===== src/rtl/otp_rd_pkg.sv =====
package otp_rd_pkg;
  typedef enum logic [3:0] {
    S_IDLE,
    S_UP_STBY,
    S_UP_TRIM,
    S_UP_CE,
    S_ADDR,
    S_CLK_HI,
    S_CLK_LO,
    S_DN_CE,
    S_DN_TRIM,
    S_DN_STBY
  } otp_rd_state_e;

  typedef struct packed {
    logic stby_n;
    logic trim;
    logic ce;
    logic pclk;
  } otp_pins_t;
endpackage


===== src/rtl/otp_req_check.sv =====
module otp_req_check #(
  parameter int REQ_W      = 32,
  parameter int FUSE_WORDS = 4096,
  parameter int ADDR_W     = 12,
  parameter int CNT_W      = 13
) (
  input  logic              byte_mode_i,
  input  logic [REQ_W-1:0]  start_i,
  input  logic [REQ_W-1:0]  count_i,
  output logic              ok_o,
  output logic [ADDR_W-1:0] idx_o,
  output logic [CNT_W-1:0]  cnt_o
);
  logic [REQ_W-1:0] idx_w;
  logic [REQ_W-1:0] cnt_w;
  logic [REQ_W:0]   end_w;
  logic negative, misalign, past_end, overrun;

  always_comb begin
    negative = start_i[REQ_W-1] | count_i[REQ_W-1];
    misalign = byte_mode_i & ((start_i[1:0] != 2'b00) | (count_i[1:0] != 2'b00));
    idx_w    = byte_mode_i ? {2'b00, start_i[REQ_W-1:2]} : start_i;
    cnt_w    = byte_mode_i ? {2'b00, count_i[REQ_W-1:2]} : count_i;
    end_w    = {1'b0, idx_w} + {1'b0, cnt_w};
    past_end = idx_w >= REQ_W'(FUSE_WORDS);
    overrun  = end_w > (REQ_W+1)'(FUSE_WORDS);
    ok_o     = !negative && !misalign && !past_end && !overrun;
    idx_o    = idx_w[ADDR_W-1:0];
    cnt_o    = cnt_w[CNT_W-1:0];
  end
endmodule


===== src/rtl/otp_phase_timer.sv =====
module otp_phase_timer #(
  parameter int TMR_W = 16
) (
  input  logic             clk,
  input  logic             rst_n,
  input  logic             load_i,
  input  logic [TMR_W-1:0] load_val_i,
  output logic             expired_o
);
  logic [TMR_W-1:0] cnt_q, cnt_d;
  logic             cnt_en;

  always_comb begin
    cnt_en = load_i || (cnt_q != '0);
    cnt_d  = load_i ? load_val_i : cnt_q - TMR_W'(1);
  end

  always_ff @(posedge clk or negedge rst_n) begin
    if (!rst_n)      cnt_q <= '0;
    else if (cnt_en) cnt_q <= cnt_d;
  end

  assign expired_o = (cnt_q == '0);

  // a running interval counts down by exactly one each cycle
  p_tmr_step_r7: assert property (@(posedge clk) disable iff (!rst_n)
    ($past(cnt_q) != '0 && !$past(load_i)) |-> cnt_q == $past(cnt_q) - TMR_W'(1));
endmodule


===== src/rtl/otp_word_cursor.sv =====
module otp_word_cursor #(
  parameter int ADDR_W = 12,
  parameter int CNT_W  = 13
) (
  input  logic              clk,
  input  logic              rst_n,
  input  logic              load_i,
  input  logic [ADDR_W-1:0] idx_i,
  input  logic [CNT_W-1:0]  cnt_i,
  input  logic              step_i,
  output logic [ADDR_W-1:0] addr_o,
  output logic              last_o,
  output logic              empty_o
);
  logic [ADDR_W-1:0] addr_q, addr_d;
  logic [CNT_W-1:0]  left_q, left_d;
  logic              upd_en;

  always_comb begin
    upd_en = load_i || step_i;
    addr_d = load_i ? idx_i : addr_q + ADDR_W'(1);
    left_d = load_i ? cnt_i : left_q - CNT_W'(1);
  end

  always_ff @(posedge clk or negedge rst_n) begin
    if (!rst_n) begin
      addr_q <= '0;
      left_q <= '0;
    end else if (upd_en) begin
      addr_q <= addr_d;
      left_q <= left_d;
    end
  end

  assign addr_o  = addr_q;
  assign last_o  = (left_q == CNT_W'(1));
  assign empty_o = (left_q == '0);

  // never step past the requested count
  p_no_underflow_r8: assert property (@(posedge clk) disable iff (!rst_n)
    step_i |-> !empty_o);
  // each step moves to the next ascending index
  p_ascend_r8: assert property (@(posedge clk) disable iff (!rst_n)
    $past(step_i) && !$past(load_i) |-> addr_q == $past(addr_q) + ADDR_W'(1));
endmodule


===== src/rtl/otp_read_seq.sv =====
module otp_read_seq
  import otp_rd_pkg::*;
#(
  parameter int REQ_W       = 32,
  parameter int DATA_W      = 32,
  parameter int FUSE_WORDS  = 4096,
  parameter int CLK_MHZ     = 250,
  parameter int T_ACCESS_US = 40,
  parameter int T_LOW_US    = 10
) (
  input  logic                              clk,
  input  logic                              rst_n,
  input  logic                              req_i,
  input  logic                              req_bytes_i,
  input  logic [REQ_W-1:0]                  req_start_i,
  input  logic [REQ_W-1:0]                  req_count_i,
  output logic                              busy_o,
  output logic                              done_o,
  output logic                              err_o,
  output logic                              word_valid_o,
  output logic [$clog2(FUSE_WORDS)-1:0]     word_idx_o,
  output logic [DATA_W-1:0]                 word_data_o,
  output logic                              fuse_stby_n_o,
  output logic                              fuse_trim_o,
  output logic                              fuse_ce_o,
  output logic [$clog2(FUSE_WORDS)-1:0]     fuse_addr_o,
  output logic                              fuse_clk_o,
  input  logic [DATA_W-1:0]                 fuse_dout_i
);
  localparam int ADDR_W  = $clog2(FUSE_WORDS);
  localparam int CNT_W   = $clog2(FUSE_WORDS + 1);
  localparam int HI_CYC  = (CLK_MHZ * T_ACCESS_US < 1) ? 1 : CLK_MHZ * T_ACCESS_US;
  localparam int LO_CYC  = (CLK_MHZ * T_LOW_US < 1) ? 1 : CLK_MHZ * T_LOW_US;
  localparam int MAX_CYC = (HI_CYC > LO_CYC) ? HI_CYC : LO_CYC;
  localparam int TMR_W   = $clog2(MAX_CYC + 1);

  // reset: asserted asynchronously, released on a clock edge
  logic [1:0] rst_sync_q;
  logic       rst_n_s;
  always_ff @(posedge clk or negedge rst_n) begin
    if (!rst_n) rst_sync_q <= 2'b00;
    else        rst_sync_q <= {rst_sync_q[0], 1'b1};
  end
  assign rst_n_s = rst_sync_q[1];

  otp_rd_state_e state_q, state_d;
  logic              chk_ok;
  logic [ADDR_W-1:0] chk_idx;
  logic [CNT_W-1:0]  chk_cnt;
  logic              tmr_load, tmr_exp;
  logic [TMR_W-1:0]  tmr_val;
  logic              cur_load, cur_step, cur_last, cur_empty;
  logic [ADDR_W-1:0] cur_addr;
  logic              rej, fin, capture;
  otp_pins_t         pins;

  otp_req_check #(
    .REQ_W(REQ_W), .FUSE_WORDS(FUSE_WORDS), .ADDR_W(ADDR_W), .CNT_W(CNT_W)
  ) u_check (
    .byte_mode_i(req_bytes_i), .start_i(req_start_i), .count_i(req_count_i),
    .ok_o(chk_ok), .idx_o(chk_idx), .cnt_o(chk_cnt)
  );

  otp_phase_timer #(.TMR_W(TMR_W)) u_timer (
    .clk(clk), .rst_n(rst_n_s), .load_i(tmr_load), .load_val_i(tmr_val),
    .expired_o(tmr_exp)
  );

  otp_word_cursor #(.ADDR_W(ADDR_W), .CNT_W(CNT_W)) u_cursor (
    .clk(clk), .rst_n(rst_n_s), .load_i(cur_load), .idx_i(chk_idx),
    .cnt_i(chk_cnt), .step_i(cur_step), .addr_o(cur_addr),
    .last_o(cur_last), .empty_o(cur_empty)
  );

  // next-state logic
  always_comb begin
    state_d  = state_q;
    tmr_load = 1'b0;
    tmr_val  = '0;
    cur_load = 1'b0;
    cur_step = 1'b0;
    rej      = 1'b0;
    fin      = 1'b0;
    capture  = 1'b0;
    unique case (state_q)
      S_IDLE: begin
        if (req_i) begin
          if (chk_ok) begin
            state_d  = S_UP_STBY;
            cur_load = 1'b1;
          end else begin
            rej = 1'b1;
          end
        end
      end
      S_UP_STBY: state_d = S_UP_TRIM;
      S_UP_TRIM: state_d = S_UP_CE;
      S_UP_CE:   state_d = cur_empty ? S_DN_CE : S_ADDR;
      S_ADDR: begin
        state_d  = S_CLK_HI;
        tmr_load = 1'b1;
        tmr_val  = TMR_W'(HI_CYC - 1);
      end
      S_CLK_HI: begin
        if (tmr_exp) begin
          state_d  = S_CLK_LO;
          tmr_load = 1'b1;
          tmr_val  = TMR_W'(LO_CYC - 1);
        end
      end
      S_CLK_LO: begin
        if (tmr_exp) begin
          capture  = 1'b1;
          cur_step = 1'b1;
          state_d  = cur_last ? S_DN_CE : S_ADDR;
        end
      end
      S_DN_CE:   state_d = S_DN_TRIM;
      S_DN_TRIM: state_d = S_DN_STBY;
      S_DN_STBY: begin
        state_d = S_IDLE;
        fin     = 1'b1;
      end
      default:   state_d = S_IDLE;
    endcase
  end

  // state and result registers
  logic              done_q, err_q, valid_q;
  logic [ADDR_W-1:0] widx_q;
  logic [DATA_W-1:0] wdata_q;

  always_ff @(posedge clk or negedge rst_n_s) begin
    if (!rst_n_s) begin
      state_q <= S_IDLE;
      done_q  <= 1'b0;
      err_q   <= 1'b0;
      valid_q <= 1'b0;
    end else begin
      state_q <= state_d;
      done_q  <= fin | rej;
      err_q   <= rej;
      valid_q <= capture;
    end
  end

  always_ff @(posedge clk or negedge rst_n_s) begin
    if (!rst_n_s) begin
      widx_q  <= '0;
      wdata_q <= '0;
    end else if (capture) begin
      widx_q  <= cur_addr;
      wdata_q <= fuse_dout_i;
    end
  end

  // macro pin decode
  always_comb begin
    pins.stby_n = (state_q != S_IDLE) && (state_q != S_DN_STBY);
    pins.trim   = pins.stby_n && (state_q != S_UP_STBY) && (state_q != S_DN_TRIM);
    pins.ce     = (state_q == S_UP_CE) || (state_q == S_ADDR) ||
                  (state_q == S_CLK_HI) || (state_q == S_CLK_LO);
    pins.pclk   = (state_q == S_CLK_HI);
  end

  assign fuse_stby_n_o = pins.stby_n;
  assign fuse_trim_o   = pins.trim;
  assign fuse_ce_o     = pins.ce;
  assign fuse_clk_o    = pins.pclk;
  assign fuse_addr_o   = ((state_q == S_ADDR) || (state_q == S_CLK_HI) ||
                          (state_q == S_CLK_LO)) ? cur_addr : '0;
  assign busy_o        = (state_q != S_IDLE);
  assign done_o        = done_q;
  assign err_o         = err_q;
  assign word_valid_o  = valid_q;
  assign word_idx_o    = widx_q;
  assign word_data_o   = wdata_q;

  // checker-only count of the current clock-high run
  logic [TMR_W:0] hi_run_q;
  always_ff @(posedge clk or negedge rst_n_s) begin
    if (!rst_n_s)        hi_run_q <= '0;
    else if (fuse_clk_o) hi_run_q <= hi_run_q + (TMR_W+1)'(1);
    else                 hi_run_q <= '0;
  end

  p_up_trim_after_stby_r6: assert property (@(posedge clk) disable iff (!rst_n_s)
    $rose(fuse_trim_o) |-> fuse_stby_n_o && $past(fuse_stby_n_o));
  p_up_ce_after_trim_r6: assert property (@(posedge clk) disable iff (!rst_n_s)
    $rose(fuse_ce_o) |-> fuse_trim_o && $past(fuse_trim_o));
  p_clk_powered_r7: assert property (@(posedge clk) disable iff (!rst_n_s)
    fuse_clk_o |-> fuse_ce_o && fuse_trim_o && fuse_stby_n_o);
  p_addr_hold_r7: assert property (@(posedge clk) disable iff (!rst_n_s)
    fuse_clk_o |-> $stable(fuse_addr_o));
  p_hi_width_r7: assert property (@(posedge clk) disable iff (!rst_n_s)
    $fell(fuse_clk_o) |-> hi_run_q == (TMR_W+1)'(HI_CYC));
  p_valid_pulse_r8: assert property (@(posedge clk) disable iff (!rst_n_s)
    word_valid_o |=> !word_valid_o);
  p_dn_trim_after_ce_r9: assert property (@(posedge clk) disable iff (!rst_n_s)
    $fell(fuse_trim_o) |-> !fuse_ce_o && !$past(fuse_ce_o));
  p_dn_stby_after_trim_r9: assert property (@(posedge clk) disable iff (!rst_n_s)
    $fell(fuse_stby_n_o) |-> !$past(fuse_trim_o));
  p_done_idle_r9: assert property (@(posedge clk) disable iff (!rst_n_s)
    done_o |-> !busy_o);
  p_reject_quiet_r5: assert property (@(posedge clk) disable iff (!rst_n_s)
    err_o |-> done_o && !busy_o && !fuse_stby_n_o);
  p_err_pulse_r5: assert property (@(posedge clk) disable iff (!rst_n_s)
    err_o |=> !err_o);
endmodule


===== config.mk =====
export PLATFORM = sky130hd
export DESIGN_NAME = otp_read_seq
export DESIGN_NICKNAME = d
export VERILOG_FILES = /design/src/rtl/otp_rd_pkg.sv /design/src/rtl/otp_req_check.sv /design/src/rtl/otp_phase_timer.sv /design/src/rtl/otp_word_cursor.sv /design/src/rtl/otp_read_seq.sv
export SDC_FILE = /design/constraint.sdc
export NUM_CORES = 1
export LEC_CHECK = 0
export ABC_AREA = 1
export BUFFER_PORTS_ARGS = -buffer_cell sky130_fd_sc_hd__buf_2
export CORE_MARGIN = 10
export CORE_UTILIZATION = 50
export CTS_CLUSTER_DIAMETER = 80
export DETAILED_ROUTE_END_ITERATION = 7
export GPL_TIMING_DRIVEN = 0
export HOLD_SLACK_MARGIN = 0.03
export PLACE_DENSITY_LB_ADDON = 0.15
export SKIP_LAST_GASP = 1
export SYNTH_ARGS = -nofsm -noshare
export SYNTH_HDL_FRONTEND = slang
export SYNTH_SLANG_ARGS = --single-unit

===== constraint.sdc =====
create_clock -name clk -period 3.05 [get_ports clk]
set_input_delay 0.61 -clock clk [delete_from_list [all_inputs] [get_ports clk]]
set_output_delay 0.61 -clock clk [all_outputs]
set_load 0.02 [all_outputs]

### Yosys cells after proc, flatten, opt, wreduce, memory -nomap -nowiden

Cells that the tools add are included.

| storage, ports and cells | value |
|---|---|
| bits in registers | 92 |
| word-level logic and storage cells | 87 |

| cells by class | value |
|---|---|
| add/subtract/negate cells | 4 |
| order comparisons | 2 |
| equality and inequality tests | 17 |
| multiplexer cells | 25 |
| bitwise operators | 4 |
| reductions and logical operators | 25 |

Operators by type and width:

| operator | number |
|---|---|
| 2-to-1 mux 32 bit | 2 |
| 2-to-1 mux 12 bit | 3 |
| one-hot mux 4 bit (9 select lines) | 1 |
| adder 32 x 32 -> 33 bit | 1 |
| greater-than comparator 33 x 13 -> 1 bit (second input constant) | 1 |
| >= comparator 32 x 13 -> 1 bit (second input constant) | 1 |
| one-hot mux 14 bit (2 select lines) | 1 |
| equality test 4 x 3 -> 1 bit (second input constant) | 4 |
| 2-to-1 mux 4 bit | 4 |
| logical NOT 14 bit | 1 |
| 2-to-1 mux 14 bit | 1 |
| nonzero test 14 bit | 1 |
| subtractor 14 x 1 -> 14 bit (second input constant) | 1 |
| equality test 13 x 1 -> 1 bit (second input constant) | 1 |
| logical NOT 13 bit | 1 |
| 2-to-1 mux 13 bit | 1 |
| subtractor 13 x 1 -> 13 bit (second input constant) | 1 |
| adder 12 x 1 -> 12 bit (second input constant) | 1 |
| 2-to-1 mux 1 bit | 9 |
| equality test 4 x 2 -> 1 bit (second input constant) | 2 |
| equality test 4 bit (second input constant) | 2 |
| != test 4 bit (second input constant) | 2 |
| logical OR 1 bit | 7 |
| logical AND 1 bit | 6 |
| other kinds (13) | 22 |

### Longest topological paths before layout

Gate-level depths: netlist (run 1).

| depth | value |
|---|---|
| depth in word-level cells | 11 |
| gate-level depth with buffers | 27 |
| depth with buffers taken out | 23 |

### Modules after synthesis

A second synthesis (run 1) with hierarchy kept.

| unflattened totals | value |
|---|---|
| cell total of the unflattened synthesis | 1450 |
| area, all modules | 8553.2 um2 |

Modules (own cells, without submodules):

| module | instances | cells each | area each (um2) |
|---|---|---|---|
| otp_req_check | 1 | 796 | 3522.1 |
| otp_read_seq | 1 | 282 | 2372.3 |
| otp_word_cursor | 1 | 228 | 1650.3 |
| otp_phase_timer | 1 | 144 | 1008.5 |

### Least setup slack after synthesis (run 1)

No wires, ideal clock.

| timing | value |
|---|---|
| path kind | input -> register |
| from | in req_bytes_i |
| to | reg u_cursor.addr_q[5] (netlist: u_cursor.addr_o[5]) |
| setup time | 0.126 ns |
| arrival time | 3.350 ns |
| required time | 2.924 ns |
| slack | -0.426 ns |
| cell stages on the path | 23 |
| buffers on the path | 5 |
| path through | buf_6 -> inv_2 -> buf_4 -> clkbuf_1 -> buf_1 -> nand2_1 -> nand2_1 -> ha_1 -> nand2_1 -> inv_1 -> nand2_1 -> nand2_1 -> a21oi_2 -> nor2_1 -> nor2_1 -> nand2_1 -> nand2_1 -> nand2_1 -> nor3_2 -> nand4_4 -> buf_2 -> nand3_1 -> nand3_1 |

| on the way | value |
|---|---|
| longest elaborated chain between the ends | 9 |
| elaborated cells on any way between the ends | 17 |
| classes of those cells | add/sub (1); order compare (2); mux (6); bitwise (1); reduce/logical (7) |

RTL lines:

| what | RTL line | source |
|---|---|---|
| from (decl) | otp_read_seq.sv:14 | `input logic req_bytes_i,` |
| 2-to-1 mux 32 bit (tied with other cells) | otp_req_check.sv:22 | `idx_w = byte_mode_i ? {2'b00, start_i[REQ_W-1:2]} : start_i;` |
| adder 32 x 32 -> 33 bit (tied with other cells) | otp_req_check.sv:24 | `end_w = {1'b0, idx_w} + {1'b0, cnt_w};` |
| greater-than comparator 33 x 13 -> 1 bit (tied with other cells) | otp_req_check.sv:26 | `overrun = end_w > (REQ_W+1)'(FUSE_WORDS);` |
| logical NOT 1 bit / logical AND 1 bit (equally long branches) | otp_req_check.sv:27 | `ok_o = !negative && !misalign && !past_end && !overrun;` |
| logical AND 1 bit | otp_req_check.sv:27 |  |
| 2-to-1 mux 1 bit | otp_read_seq.sv:88 | `if (chk_ok) begin` |
| 2-to-1 mux 1 bit | otp_read_seq.sv:87 | `if (req_i) begin` |
| 2-to-1 mux 1 bit | otp_read_seq.sv:85 | `unique case (state_q)` |
| 2-to-1 mux 12 bit / logical OR 1 bit (equally long branches) | otp_word_cursor.sv:21, otp_word_cursor.sv:20 |  |
| to (signal assigned) | otp_word_cursor.sv:30 | `addr_q <= addr_d;` |
| to (decl) | otp_word_cursor.sv:15 | `logic [ADDR_W-1:0] addr_q, addr_d;` |

Several ways; a longest one is shown, not always the timed one.
A chain may end at the register's enable or synchronous reset.

### Worst setup path in the final report (run 1)

| timing | value |
|---|---|
| from | in req_bytes_i |
| to | reg u_cursor.left_q[0] |

| on the way | value |
|---|---|
| longest elaborated chain between the ends | 9 |
| elaborated cells on any way between the ends | 17 |
| classes of those cells | add/sub (1); order compare (2); mux (6); bitwise (1); reduce/logical (7) |

RTL lines:

| what | RTL line | source |
|---|---|---|
| 2-to-1 mux 32 bit (tied with other cells) | otp_req_check.sv:22 |  |
| adder 32 x 32 -> 33 bit (tied with other cells) | otp_req_check.sv:24 |  |
| greater-than comparator 33 x 13 -> 1 bit (tied with other cells) | otp_req_check.sv:26 |  |
| logical NOT 1 bit / logical AND 1 bit (equally long branches) | otp_req_check.sv:27 |  |
| logical AND 1 bit | otp_req_check.sv:27 |  |
| 2-to-1 mux 1 bit | otp_read_seq.sv:88 |  |
| 2-to-1 mux 1 bit | otp_read_seq.sv:87 |  |
| 2-to-1 mux 1 bit | otp_read_seq.sv:85 |  |
| 2-to-1 mux 13 bit / logical OR 1 bit (equally long branches) | otp_word_cursor.sv:22, otp_word_cursor.sv:20 |  |
| to (signal assigned) | otp_word_cursor.sv:31 | `left_q <= left_d;` |
| to (decl) | otp_word_cursor.sv:16 | `logic [CNT_W-1:0] left_q, left_d;` |

Several ways; a longest one is shown, not always the timed one.

==> results of run 1 <==
-- how the worst max path moves through the flow --
| stage | depth (start not counted) | slack [ps] | endpoint |
|---|---|---|---|
| final | 24 | -250 | u_cursor.left_q[0] |
| after global routing | 24 | -410 | u_cursor.left_q[3] |
| after CTS | 25 | -50 | u_cursor.left_q[6] |
| after detailed placement | 23 | -910 | u_cursor.addr_o[10] |
| after global placement | 23 | -850 | u_cursor.addr_o[10] |
| after floorplan | 25 | -150 | u_cursor.addr_o[5] |
-- synthesized netlist by cell type --
library cell | count | share of area, %
nand2_1 | 579 | 27
inv_1 | 203 | 9.4
nand3_1 | 124 | 7.7
nor2_1 | 106 | 4.9
dfrtp_1 | 92 | 28
o21ai_0 | 37 | 2.3
ha_1 | 36 | 5.6
a21oi_1 | 22 | 1.4
nor3_1 | 21 | 1.3
xor2_1 | 20 | 2.2
clkbuf_1 | 19 | 0.88
nand4_1 | 13 | 1.0
inv_2 | 9 | 0.42
nand3b_1 | 8 | 0.74
xnor2_1 | 7 | 0.76
buf_6 | 6 | 0.83
nor4_1 | 6 | 0.46
o21ai_1 | 6 | 0.37
nor2_2 | 5 | 0.39
buf_1 | 3 | 0.14
buf_2 | 3 | 0.19
buf_4 | 3 | 0.28
nand3_2 | 3 | 0.37
o211ai_1 | 3 | 0.28
o21bai_1 | 3 | 0.28
a21o_1 | 2 | 0.19
a21oi_2 | 2 | 0.22
nand2_2 | 2 | 0.15
nor2_4 | 2 | 0.28
nor3_2 | 2 | 0.25
o21a_1 | 2 | 0.19
or2_2 | 2 | 0.15
a21boi_0 | 1 | 0.093
a22oi_1 | 1 | 0.093
a31oi_1 | 1 | 0.077
and2_1 | 1 | 0.077
clkinv_2 | 1 | 0.062
conb_1 | 1 | 0.046
fa_1 | 1 | 0.25
nand4_4 | 1 | 0.26
nor3_4 | 1 | 0.20
o22ai_1 | 1 | 0.077
or2_1 | 1 | 0.077
or4_1 | 1 | 0.093
-- area by class of cell --
class	count	area [um^2]	share of cell area, %
multi-input cells	1024	6000	52.0
flip-flops and latches	92	2310	20.0
repair buffers	233	1490	12.9
inverters	213	812	7.03
plain buffers	34	380	3.29
well taps	216	270	2.34
clock buffers	9	225	1.95
clock inverters	7	62.6	0.542
-- registers in the layout, indices dropped and copies added (netlist names) --
register and count:
state_q 4, word_valid_o 1, word_data_o 32, done_o 1, word_idx_o 12, u_cursor.addr_o 12, rst_sync_q 2, err_o 1
u_timer.cnt_q 14, u_cursor.left_q 13
-- metal layers --
| metal | wire length, um | track usage [%] | share of wire (%) | vias to the layer above |
|---|---|---|---|---|
| met5 | 0 | 0 | 0 | - |
| met4 | 1570 | 12.3 | 5.4 | 0 |
| met3 | 2140 | 5.31 | 7.4 | 120 |
| met2 | 14200 | 42.5 | 49 | 408 |
| met1 | 11000 | 27.1 | 38 | 4400 |
| li1 | - | - | - | 4699 |
-- cell usage in the layout (no fill, tap or decap), types with 5 or more instances in the layout --
cell type    n
nand2_1    501
inv_1      199
buf_2      163
nor2_1      94
dfrtp_1     91
nand3_1     78
nand2_2     61
buf_4       56
nand3_2     44
ha_4        26
o21ai_0     23
xor2_1      20
clkbuf_16   18
nand2_4     18
nor3_1      17
a21oi_1     13
nand4_1     13
buf_6       12
clkbuf_1    12
inv_2       12
nor2_4      11
o21ai_1      9
a21oi_2      9
nor2_2       8
nand3b_1     8
ha_1         8
o21ai_4      7
xnor2_1      7
nand3_4      5
-- power by group through the flow --
stage	combinational [W]	sequential [W]	clock, W
finish	0.00150	0.00123	0.00111
global route	0.00165	0.00123	0.00117
CTS	0.00130	0.00123	0.00112
detailed placement	0.00102	0.00125	0
global placement	0.000987	0.00127	0
floorplan	0.000723	0.00126	0
-- worst reg2reg max path, delay by kind of cell (launching register included) --
family / cells / cell delay [ps]
fa+ha+maj: 1 / 180
flops: 1 / 390
buf+inv: 5 / 810
simple gates: 8 / 1560
-- per-stage QoR --
step / util [%] / cells / power (W)
global route: 72.7 / 1828 / 0.00404
floorplan: - / 1363 / 0.00199
detailed placement: 58.9 / 1742 / 0.00227
finish: 72.7 / 1828 / 0.00383
CTS: 68.4 / 1811 / 0.00365
global placement: 58.7 / 1741 / 0.00226
-- timing repair --
item                                    4_1_cts  5_1_grt
hold buffers                                  1        0
endpoints found under the hold margin         2        0
endpoints found under the setup margin       29       69
setup buffers                                48       11
pin swaps                                    59       60
gates cloned                                  4        6
gates resized for setup                     170      116
-- cells by family (layout without fill, tap and decap cells) --
logic type / after synthesis / in the layout / synth area share, %
DFF: 92 / 92 / 28.4
adders and majority gates: 37 / 37 / 5.80
AOI/OAI and AO/OA: 81 / 81 / 5.49
other: 1 / 1 / 0.0462
xor gates and xnor gates: 27 / 27 / 2.92
buffers and inverters: 247 / 496 / 12.2
and+or+nand+nor: 878 / 878 / 45.2
==> reports/results.txt, run 1 <==
clock power share: 28.8%
R2R Setup Slk: -30 ps
Post-route DRC: 0
Switching Fraction: 36.9%
status: complete, but fails checks
initial antenna violation count: 0
Die Width: 147 um
Design Area, Final: 11500 um^2
final max-slew violation count: 0
ANT cells: 0
Max-cap violations: 0
drt pass-1 iters: 5
# IOs: 164
delay-heaviest family, CP: buffers and inverters
post-DR wirelength/cell: 15.8 um
gr usage total: 24.3%
1st-iter DRT viols: 786
Int Pwr: 0.00242 W
Worst Tran Pin Value: 874 ps
Reg clk slew, reported paths: 70 ps
RSZ-0062 raised after global routing: true
setup TNS: -5330 ps
Gate power share: 39.1%
synth unique cells: 44
Final #Nets: 1744
Chip Height: 147 um
share of layout cells above drive strength 1: 30.8%
register share of total power: 32.1%
Setup WS pre-CTS: -906 ps
FF+latch count, synth: 92
Max FO, Critical Path: 10
Post-DP Area: 9350 um^2
DRT Wirelength: 28.9 mm
row cnt: 46
cell mode on critical path: buf_4
worst vdd ir: 0.000295 V
CTS Buf Count: 9
Synth Instances: 1363
CP Capture Type: flip-flop
starting density of the core: 51.0%
Req. time, crit path: 3290 ps
die area: 21700 um^2
root buffer cell: clkbuf_16
Power Dens Cells: 332 nW/um^2
core area: 15900 um^2
Routed Antenna Nets: 0
post-DP HPWL: 20.5 mm
failing checks: negative setup slack
register area share after synthesis: 28.4%
final clock skew: 12.0 ps
Tmin final: 3300 ps
slowest CP cell: clkbuf_16
Net Sw Power: 0.00142 W
Max Clk Rate: 303 MHz
Mapped Nets: 1500
CTS tree: yes
total grt overflow: 0
worst path cell trace: buf_12, buf_12, clkbuf_16, nand2_1, nand2_2, buf_4, buf_4, buf_4, buf_4, buf_4, buf_4, buf_4, buf_4, buf_4, buf_4, buf_4, buf_4, buf_4, buf_4, buf_4, buf_4, buf_4, o21ai_0, inv_1
number of global-route vias before repair: 9162
Leak: 6.23 nW
RR Startpoint: u_timer.cnt_q[0]
Fill cells: 1302
clock sinks: 92
RePlAce Congestion: 0.963
first-pass GRT wire length: 43.8 mm
Final Setup Violations: 28
worst r2r dst: u_cursor.addr_o[4]
slew margin rel.: 41.7%
startpoint types: input pin
syn_area_per_cell: 5.95 um^2
Synth Warn #: 0
vias post-DR: 9627
port bufs: 162
hold violation count in the final report: 0
WP buf/inv: 21
R2R depth: 14
CP Class: input pin to flip-flop
H-tree depth: 3
hold slack: 235 ps
Synth Cell Area: 8110 um^2
final period utilization: 108%
worst setup path start: req_bytes_i
largest net degree at the start of global routing: 68
post-route setup slack: -252 ps
Syn-to-layout area delta: 42.4%
CP Data Arrival Time: 3550 ps
max incr delay on CP: 160 ps
CTS max path bufs: 2
vias per std cell: 5.27
clk_lat worst skew: 360 ps
Hold Crit Class: flip-flop to async pin
(Power assumes the default switching activity.)
==> run 2: changes to the inputs <==
CORE_ASPECT_RATIO = 0.75   (was unset)
==> run 2 against run 1 <==
  * The flow still finishes with violations (negative setup slack)
  * Critical path depth rose by 1
  * Die area is 0.24% higher
  * Total power fell by 1.5%
  * Worst hold slack better by 26 ps
  * Final area down 2.8%
  * First-iteration DRC count is 49% higher
  * Core utilization down 2.4 points
  * Sequential power barely moved
  * Combinational power is 3% lower
  * Critical path type unchanged
  * Largest cell class unchanged
==> reports/results.txt, run 2 (synthesis gave the netlist of run 1 again) <==
Fill cells: 1338
status: complete, but fails checks
Die Width: 167 um
Syn-to-layout area delta: 38.4%
gr usage total: 25.8%
post-route setup slack: -394 ps
Chip Height: 130 um
vias per std cell: 5.31
max reg flops: 32
Final Setup Violations: 29
CP Capture Type: flip-flop
CTS Buf Count: 9
Reg clk slew, reported paths: 70 ps
port bufs: 162
failing checks: negative setup slack
hold violation count in the final report: 0
Leak: 6.05 nW
sequential cell area: 2310 um^2
Worst Tran Pin Value: 782 ps
drt pass-1 iters: 6
post-DR wirelength/cell: 16.7 um
total grt overflow: 0
die area: 21800 um^2
CP Class: input pin to flip-flop
# IOs: 164
Routed Antenna Nets: 0
number of global-route vias before repair: 8938
share of layout cells above drive strength 1: 28.8%
clk_lat worst skew: 350 ps
slowest CP cell: fa_2
RePlAce Congestion: 1.00
Design Area, Final: 11200 um^2
final period utilization: 113%
CTS tree: yes
startpoint types: input pin
worst vdd ir: 0.000259 V
Req. time, crit path: 3280 ps
Tmin final: 3440 ps
max incr delay on CP: 380 ps
Inst Count DP: 1736
Max Clk Rate: 290 MHz
core area: 16000 um^2
cell mode on critical path: nand2_2
most frequent cells in the layout: nand2_1, inv_1, buf_2
starting density of the core: 50.8%
first-pass GRT wire length: 46.0 mm
DRT Wirelength: 30.0 mm
CTS max path bufs: 2
post-DP HPWL: 21.9 mm
setup TNS: -9480 ps
largest net degree at the start of global routing: 64
final clock skew: 7.56 ps
final max-slew violation count: 0
clock sinks: 92
Power Dens Cells: 337 nW/um^2
root buffer cell: clkbuf_16
CP Data Arrival Time: 3670 ps
hold slack: 261 ps
H-tree depth: 3
Max-cap violations: 0
row cnt: 40
Post-DP Area: 9340 um^2
RSZ-0062 raised after global routing: true
area of the multi-input gates: 5840 um^2
initial antenna violation count: 0
commonest non-fill, non-tap cell in the layout: nand2_1
1st-iter DRT viols: 1169
Finished Layout Cells: 1801
Final #Nets: 1723
Post-route DRC: 0
ANT cells: 0
Hold Crit Class: flip-flop to async pin
vias post-DR: 9562
slew margin rel.: 47.9%
Setup WS pre-CTS: -924 ps
Max FO, Critical Path: 6
[run 2: stage by stage]
step | total power [W] | utilization (%)
2_1_floorplan | 0.00199 | -
3_3_place_gp | 0.00228 | 58.3
3_5_place_dp | 0.00229 | 58.5
4_1_cts | 0.00364 | 68.2
5_1_grt | 0.00396 | 70.3
6_report | 0.00378 | 70.3
[run 2: final timing paths]
kind,from,end,slack [ps],cells after the start
max,req_bytes_i,u_cursor.addr_o[5],-390,25
min,rst_sync_q[1],word_idx_o[6],260,0
max reg2reg,u_timer.cnt_q[0],u_cursor.left_q[7],210,14
min reg2reg,rst_sync_q[1],word_idx_o[6],260,0
max in group asynchronous,rst_sync_q[1],u_timer.cnt_q[0],2140,1
min in group clk,rst_sync_q[0],rst_sync_q[1],370,0
[run 2: power breakdown]
part / internal [W] / switching, W / leakage (nW)
sequential: 0.00122 / 0.00000814 / 0.921
clock: 0.000573 / 0.000530 / 0.144
combinational: 0.000554 / 0.000891 / 4.99
[run 2: layer usage]
metal  track usage, %  up-vias  part of all wire, %
li1                 -     4657                    -
met1             36.1     4365                   44
met2             38.3      472                   42
met3             7.78       68                   12
met4             5.26        0                  2.2
met5                0        -                    0
[run 2: final cells by class]
type	count	area share (%)
Multi-Input combinational cell	1024	52.1
Clock buffer	9	2.01
Buffer	34	3.49
Inverter	213	7.26
Sequential cell	92	20.5
Clock inverter	7	0.613
Timing Repair Buffer	212	11.7
Tap cell	210	2.34
[run 2: critical path: cells and delay by family]
kind / cells / cell delay [ps]
AND/OR/NAND/NOR: 18 / 1740
buffers and inverters: 5 / 750
adder cells (fa/ha/maj): 2 / 550
[run 2: timing repair]
| action | in CTS | in global routing |
|---|---|---|
| cloned | 8 | 1 |
| hold buffers | 1 | 0 |
| pin swaps | 58 | 41 |
| endpoints found under the setup margin | 29 | 29 |
| hold endpoints to repair | 2 | 0 |
| gates resized for setup | 186 | 72 |
| setup buffers | 33 | 6 |
